**src/rtl/part_add_pkg.sv**
```systemverilog
package part_add_pkg;
  localparam int unsigned PA_WIDTH = 16;
  localparam int unsigned PA_LAST  = PA_WIDTH - 1;
endpackage

```
**src/rtl/part_mask_gen.sv**
```systemverilog
module part_mask_gen #(
  parameter int unsigned WIDTH = part_add_pkg::PA_WIDTH
) (
  input  logic [WIDTH-1:0] split_pts,
  output logic [WIDTH-1:0] carry_mask
);
  for (genvar i = 0; i < WIDTH; i++) begin : g_bit
    assign carry_mask[i] = ~split_pts[i];
  end

  always_comb begin

    mask_count_chk: assert ($countones(~carry_mask) == $countones(split_pts))
      else $error("mask zero count differs from enable count");
  end
endmodule

```
**src/rtl/part_bit_cell.sv**
```systemverilog
module part_bit_cell (
  input  logic a_i,
  input  logic b_i,
  input  logic carry_in,
  input  logic pass_en,
  output logic sum_bit,
  output logic carry_out,
  output logic carry_used
);
  logic cin_gated;
  assign cin_gated  = carry_in & pass_en;
  assign carry_used = cin_gated;
  assign sum_bit    = a_i ^ b_i ^ cin_gated;
  assign carry_out  = (a_i & b_i) | (cin_gated & (a_i ^ b_i));
endmodule

```
**src/rtl/part_carry_chain.sv**
```systemverilog
module part_carry_chain #(
  parameter int unsigned WIDTH = part_add_pkg::PA_WIDTH
) (
  input  logic [WIDTH-1:0] a_vec,
  input  logic [WIDTH-1:0] b_vec,
  input  logic [WIDTH-1:0] carry_mask,
  output logic [WIDTH-1:0] sum_vec,
  output logic [WIDTH-1:0] carry_taken
);
  logic [WIDTH:0] ripple;
  assign ripple[0] = 1'b0;

  for (genvar i = 0; i < WIDTH; i++) begin : g_cell
    part_bit_cell u_cell (
      .a_i        (a_vec[i]),
      .b_i        (b_vec[i]),
      .carry_in   (ripple[i]),
      .pass_en    (carry_mask[i]),
      .sum_bit    (sum_vec[i]),
      .carry_out  (ripple[i+1]),
      .carry_used (carry_taken[i])
    );
  end

  always_comb begin

    carry_kill_chk: assert ((carry_taken & ~carry_mask) == '0)
      else $error("carry accepted at a lane start");
  end
endmodule

```
**src/rtl/part_simd_adder.sv**
```systemverilog
module part_simd_adder #(
  parameter int unsigned WIDTH = part_add_pkg::PA_WIDTH
) (
  input  logic [WIDTH-1:0] opnd_a,
  input  logic [WIDTH-1:0] opnd_b,
  input  logic [WIDTH-1:0] split_pts,
  output logic [WIDTH-1:0] sum_o,
  output logic [WIDTH-1:0] carry_mask_o
);
  localparam int unsigned UPPER = WIDTH - 1;

  logic [WIDTH-1:0] mask_w;
  logic [WIDTH-1:0] sum_w;
  logic [WIDTH-1:0] taken_w;

  part_mask_gen #(.WIDTH(WIDTH)) u_mask (
    .split_pts  (split_pts),
    .carry_mask (mask_w)
  );

  part_carry_chain #(.WIDTH(WIDTH)) u_chain (
    .a_vec       (opnd_a),
    .b_vec       (opnd_b),
    .carry_mask  (mask_w),
    .sum_vec     (sum_w),
    .carry_taken (taken_w)
  );

  assign sum_o        = sum_w;
  assign carry_mask_o = mask_w;

  always_comb begin

    lane_start_xor_chk: assert (((sum_o ^ opnd_a ^ opnd_b) & split_pts & ~WIDTH'(1)) == '0)
      else $error("carry leaked into a lane start");

    if (split_pts[UPPER:1] == '0) begin
      full_add_chk: assert (sum_o == WIDTH'(opnd_a + opnd_b))
        else $error("unsplit sum wrong");
    end

    if (&split_pts[UPPER:1]) begin
      all_split_chk: assert (sum_o == (opnd_a ^ opnd_b))
        else $error("bitwise lanes wrong");
    end
  end
endmodule

```
**config.mk**
```make
export PLATFORM = sky130hd
export DESIGN_NAME = part_simd_adder
export DESIGN_NICKNAME = d
export VERILOG_FILES = /design/src/rtl/part_add_pkg.sv /design/src/rtl/part_mask_gen.sv /design/src/rtl/part_bit_cell.sv /design/src/rtl/part_carry_chain.sv /design/src/rtl/part_simd_adder.sv
export SDC_FILE = /design/constraint.sdc
export NUM_CORES = 1
export LEC_CHECK = 0
export ABC_AREA = 1
export CAP_MARGIN = 20
export CELL_PAD_IN_SITES_DETAIL_PLACEMENT = 2
export CELL_PAD_IN_SITES_GLOBAL_PLACEMENT = 2
export CORE_MARGIN = 3
export CORE_UTILIZATION = 14
export DETAILED_ROUTE_END_ITERATION = 7
export PLACE_DENSITY = 0.94
export SLEW_MARGIN = 20
export SYNTH_ARGS = -nofsm -noshare
export SYNTH_HDL_FRONTEND = slang
export SYNTH_SLANG_ARGS = --single-unit
```
**constraint.sdc**
```tcl
create_clock -name vclk -period 16.8
set_input_delay 3.36 -clock vclk [all_inputs]
set_output_delay 3.36 -clock vclk [all_outputs]
set_load 0.03 [all_outputs]
```
; After elaboration in Yosys (flattened, before gate mapping)
; Index checks and enable logic that the tools add are counted.
[totals]
reg_bits = 0
output_inout_bits = 32
word_cells = 105
[op_classes]
bitwise = 105
[op_table]
columns = op, count
row1 = 1-bit bitwise AND, 44
row2 = 1-bit bitwise XOR, 31
row3 = 1-bit NOT, 16
row4 = 1-bit bitwise OR, 14

; Depth between registers and ports, before layout
[depth]
depth_word = 45
ltp_mapped = 38

; By module
; A second synthesis with hierarchy kept.
[unflattened]
hier_cells = 65
hier_area_um2 = 504.2
[modules_own_cells]
columns = mod, n_inst, cells_per_inst, area_each_um2, seq_area_each_um2
row1 = part_bit_cell, 16, 3, 27.5, 0.0
row2 = part_mask_gen, 1, 16, 60.1, 0.0
row3 = part_carry_chain, 1, 1, 3.8, 0.0

; Least setup slack after synthesis
; No wires, ideal clock.
[synth_path]
path_type = in2out
from = input port opnd_a[0]
to = output port sum_o[14]
arrival_time_ns = 10.925
required_time_ns = 13.440
setup_slack_ns = 2.515
path_stages = 34
path_cell_list = ha_1 -> nand2_1 -> fa_1 -> or2_2 -> fa_1 -> or2_2 -> fa_1 -> or2_2 -> fa_1 -> or2_2 -> fa_1 -> or2_2 -> fa_1 -> or2_2 -> fa_1 -> or2_2 -> fa_1 -> or2_2 -> fa_1 -> nor2_1 -> fa_1 -> inv_1 -> nor2_1 -> fa_1 -> inv_1 -> nor2_1 -> fa_1 -> inv_1 -> nor2_1 -> fa_1 -> inv_1 -> nor2_1 -> fa_1 -> buf_4
[synth_via]
elab_chain_len = 42
[synth_lines]
columns = item, line_no
row1 = start: declaration, part_simd_adder.sv:4  ; input logic [WIDTH-1:0] opnd_a,
row2 = 1-bit bitwise AND, part_bit_cell.sv:14  ; assign carry_out = (a_i & b_i) | (cin_gated & (a_i ^ b_i));
row3 = 1-bit bitwise AND, part_bit_cell.sv:11  ; assign cin_gated = carry_in & pass_en;
row4 = 1-bit bitwise AND, part_bit_cell.sv:14
row5 = 1-bit bitwise OR, part_bit_cell.sv:14
row6 = 1-bit bitwise AND, part_bit_cell.sv:11
row7 = 1-bit bitwise AND, part_bit_cell.sv:14
row8 = 1-bit bitwise OR, part_bit_cell.sv:14
row9 = 1-bit bitwise AND, part_bit_cell.sv:11
row10 = [26 not listed], --
row11 = 1-bit bitwise AND, part_bit_cell.sv:11
row12 = 1-bit bitwise AND, part_bit_cell.sv:14
row13 = 1-bit bitwise OR, part_bit_cell.sv:14
row14 = 1-bit bitwise AND, part_bit_cell.sv:11
row15 = 1-bit bitwise AND, part_bit_cell.sv:14
row16 = 1-bit bitwise OR, part_bit_cell.sv:14
row17 = 1-bit bitwise AND, part_bit_cell.sv:11
row18 = 1-bit bitwise XOR, part_bit_cell.sv:13  ; assign sum_bit = a_i ^ b_i ^ cin_gated;
row19 = end: declaration, part_simd_adder.sv:7  ; output logic [WIDTH-1:0] sum_o,
; Every way passes these cells.

; Worst setup path after layout
[layout_path]
from = input port opnd_b[0]
to = output port sum_o[15]
[layout_via]
elab_chain_len = 45
[layout_lines]
columns = item, line_no
row1 = start: declaration, part_simd_adder.sv:5  ; input logic [WIDTH-1:0] opnd_b,
row2 = 1-bit bitwise AND, part_bit_cell.sv:14
row3 = 1-bit bitwise AND, part_bit_cell.sv:11
row4 = 1-bit bitwise AND, part_bit_cell.sv:14
row5 = 1-bit bitwise OR, part_bit_cell.sv:14
row6 = 1-bit bitwise AND, part_bit_cell.sv:11
row7 = 1-bit bitwise AND, part_bit_cell.sv:14
row8 = 1-bit bitwise OR, part_bit_cell.sv:14
row9 = 1-bit bitwise AND, part_bit_cell.sv:11
row10 = [29 not listed], --
row11 = 1-bit bitwise AND, part_bit_cell.sv:11
row12 = 1-bit bitwise AND, part_bit_cell.sv:14
row13 = 1-bit bitwise OR, part_bit_cell.sv:14
row14 = 1-bit bitwise AND, part_bit_cell.sv:11
row15 = 1-bit bitwise AND, part_bit_cell.sv:14
row16 = 1-bit bitwise OR, part_bit_cell.sv:14
row17 = 1-bit bitwise AND, part_bit_cell.sv:11
row18 = 1-bit bitwise XOR, part_bit_cell.sv:13
; Every way passes these cells.

==> flow_metrics.tcl <==
set metrics [dict create \
    status "completed" \
    path_common_cell "fa_1" \
    nFlopsAndLatches 0 \
    synth-compound-area-share 0 \
    start_util 0.1479 \
    die_h_um 82.98 \
    ir_worst_vdd_mv 0.01263 \
    fin_ws_ns 1.132 \
    postCtsSetupRepairBufs 0 \
    p_seq_frac 0 \
    crit_required_ns 13.44 \
    synth_most_common_cell "inv_1" \
    yosys.area_share.adder 0.3529 \
    track_usage 0.07007 \
    synthTopCellsByArea "fa_1, buf_4, inv_1, or2_2, nand2_1" \
    via_per_inst 3.321 \
    seq_area_um2 0 \
    grt_start_max_net_pins 4 \
    tns_ns 0 \
    synth_top_family_by_area "buffers and inverters" \
    worstPathMaxFanout 2 \
    place_area_mm2 0.001480 \
    power_density_mw_per_mm2 37.65 \
    grt_pass1_wl_mm 4.140 \
    tightest_slew_ns 0.3405 \
    cap_violations 0 \
    synthSimpleGateAreaFrac 0.1312 \
    power_frac_clock 0 \
    drc 0 \
    fin_util 0.2639 \
    drt_wl_total_mm 2.373 \
    fmax_mhz 63.83 \
    finalInstanceArea_mm2 0.001480 \
    worstPathArrival_ns 12.31 \
    yosys-mux-area-fraction 0 \
    die_w_um 82.98 \
    dr_total_vias 797 \
    final.period_utilization 0.9326 \
    p_leak_nw 0.7235 \
    end_kind "primary output" \
    grt_pass1_vias 929 \
    yosysWarnings 0 \
    post-route-min-period_ns 15.67 \
    grt_overflow 0 \
    area_growth_pct 78.43 \
    yosys.area.top_type_share 0.3379 \
    dp_slack_ns 1.009 \
    slew_viol_final 0 \
    wl_per_cell_um 9.888 \
    synthTopCellsByCount "inv_1, buf_4, fa_1, or2_2, nand2_1" \
    synthXorXnorAreaFrac 0 \
    hold_buffers 0 \
    critical_path_buf_inv_count 7 \
    avgSynthCellArea_um2 6.913 \
    holdPathEnd "carry_mask_o[0]" \
    synthDistinctLibCells 8 \
    portBuffers 80 \
    synth_top_cell_by_area "fa_1" \
    synth_nets 183 \
    drive_gt1_frac 0.04762 \
    critPathLaunchType "input port" \
    relSlewSlack 0.7723 \
    hold_path.class "input port to primary output" \
    holdPathStages 3 \
    worst_path_dominant_cell_family "adder cells" \
    num_rows 27 \
    worst_path_largest_cell_delay_ns 0.67 \
    setup_violations 0 \
    routabilityCongestion 0.6980 \
    die-area_mm2 0.006885 \
    switching_share 0.5056 \
    ys_seq_area_frac 0 \
    io_pins 80 \
    antenna_found_initial 0 \
    first_pass_iters 2 \
    nClkBuffers 0 \
    postRouteAntennaNets 0 \
    core-area_mm2 0.005608 \
    crit_type "input port to primary output" \
    switchingPower_w 0.00002818 \
    worstHoldStart "split_pts[0]" \
    grt_setup_unrepaired "false" \
    hold_viol 0 \
    place_hpwl_mm 2.317 \
    combPwrFrac 1.000 \
    slowest_stage "clkdlybuf4s50_1" \
    p_int_w 0.00002755 \
    final_nets 233 \
    dr.first_iter.drc_count 1 \
    n_antenna_cell 0 \
    syn_inst 120 \
    ctsResizeCount 0 \
    syn-cell-area_um2 829.5 \
]
## layout by cell type (no fill, tap or decap), drive strengths merged
| cell | instances |
|---|---|
| clkdlybuf4s50 | 80 |
| fa | 14 |
| ha | 1 |
| inv | 50 |
| nand2 | 7 |
| nand3 | 2 |
| nor2 | 6 |
| or2 | 8 |
## final cells by class
type                       count  area (um2)
multi-input combinational     38       401.6
inverter                      50       187.7
fill                         679        4128
timing repair buffer          80       800.8
tap                           72       90.09
## routing by layer
| layer | wire [um] | global-route usage |
|---|---|---|
| met4 | 0 | 0 |
| met5 | 0 | 0 |
| met1 | 925 | 0.07798 |
| met3 | 237 | 0.01984 |
| met2 | 1210 | 0.1385 |
## stage by stage
step	total power, W	std cells	hold WS, ns
floorplan	0.00003744	120	6.888
global placement	0.00005497	240	7.783
detailed placement	0.00005683	240	7.789
CTS	0.00005699	240	7.790
global route	0.00006085	240	7.805
finish	0.00005573	240	7.782
## power groups by stage
| stage | combinational, W | clock (W) | sequential [W] |
|---|---|---|---|
| global route | 0.0000609 | 0 | 0 |
| global placement | 0.0000550 | 0 | 0 |
| floorplan | 0.0000374 | 0 | 0 |
| CTS | 0.0000570 | 0 | 0 |
| finish | 0.0000557 | 0 | 0 |
| detailed placement | 0.0000568 | 0 | 0 |
## worst max-delay path by stage
stage / from / endpoint / slack [ns] / cells past startpoint
after global placement: opnd_a[0] / sum_o[15] / 1.16 / 39
after CTS: opnd_b[0] / sum_o[15] / 0.99 / 39
after floorplan: opnd_a[0] / sum_o[14] / 2.52 / 34
after global routing: opnd_a[0] / sum_o[15] / 0.60 / 39
after detailed placement: opnd_a[0] / sum_o[15] / 1.01 / 39
final: opnd_b[0] / sum_o[15] / 1.13 / 39
## cells by family (layout without fill, tap and decap cells)
| family | after synthesis | in the layout |
|---|---|---|
| fa+ha+maj | 15 | 15 |
| buf+inv | 82 | 130 |
| simple gates | 23 | 23 |
Power figures use the tool's default switching activity.
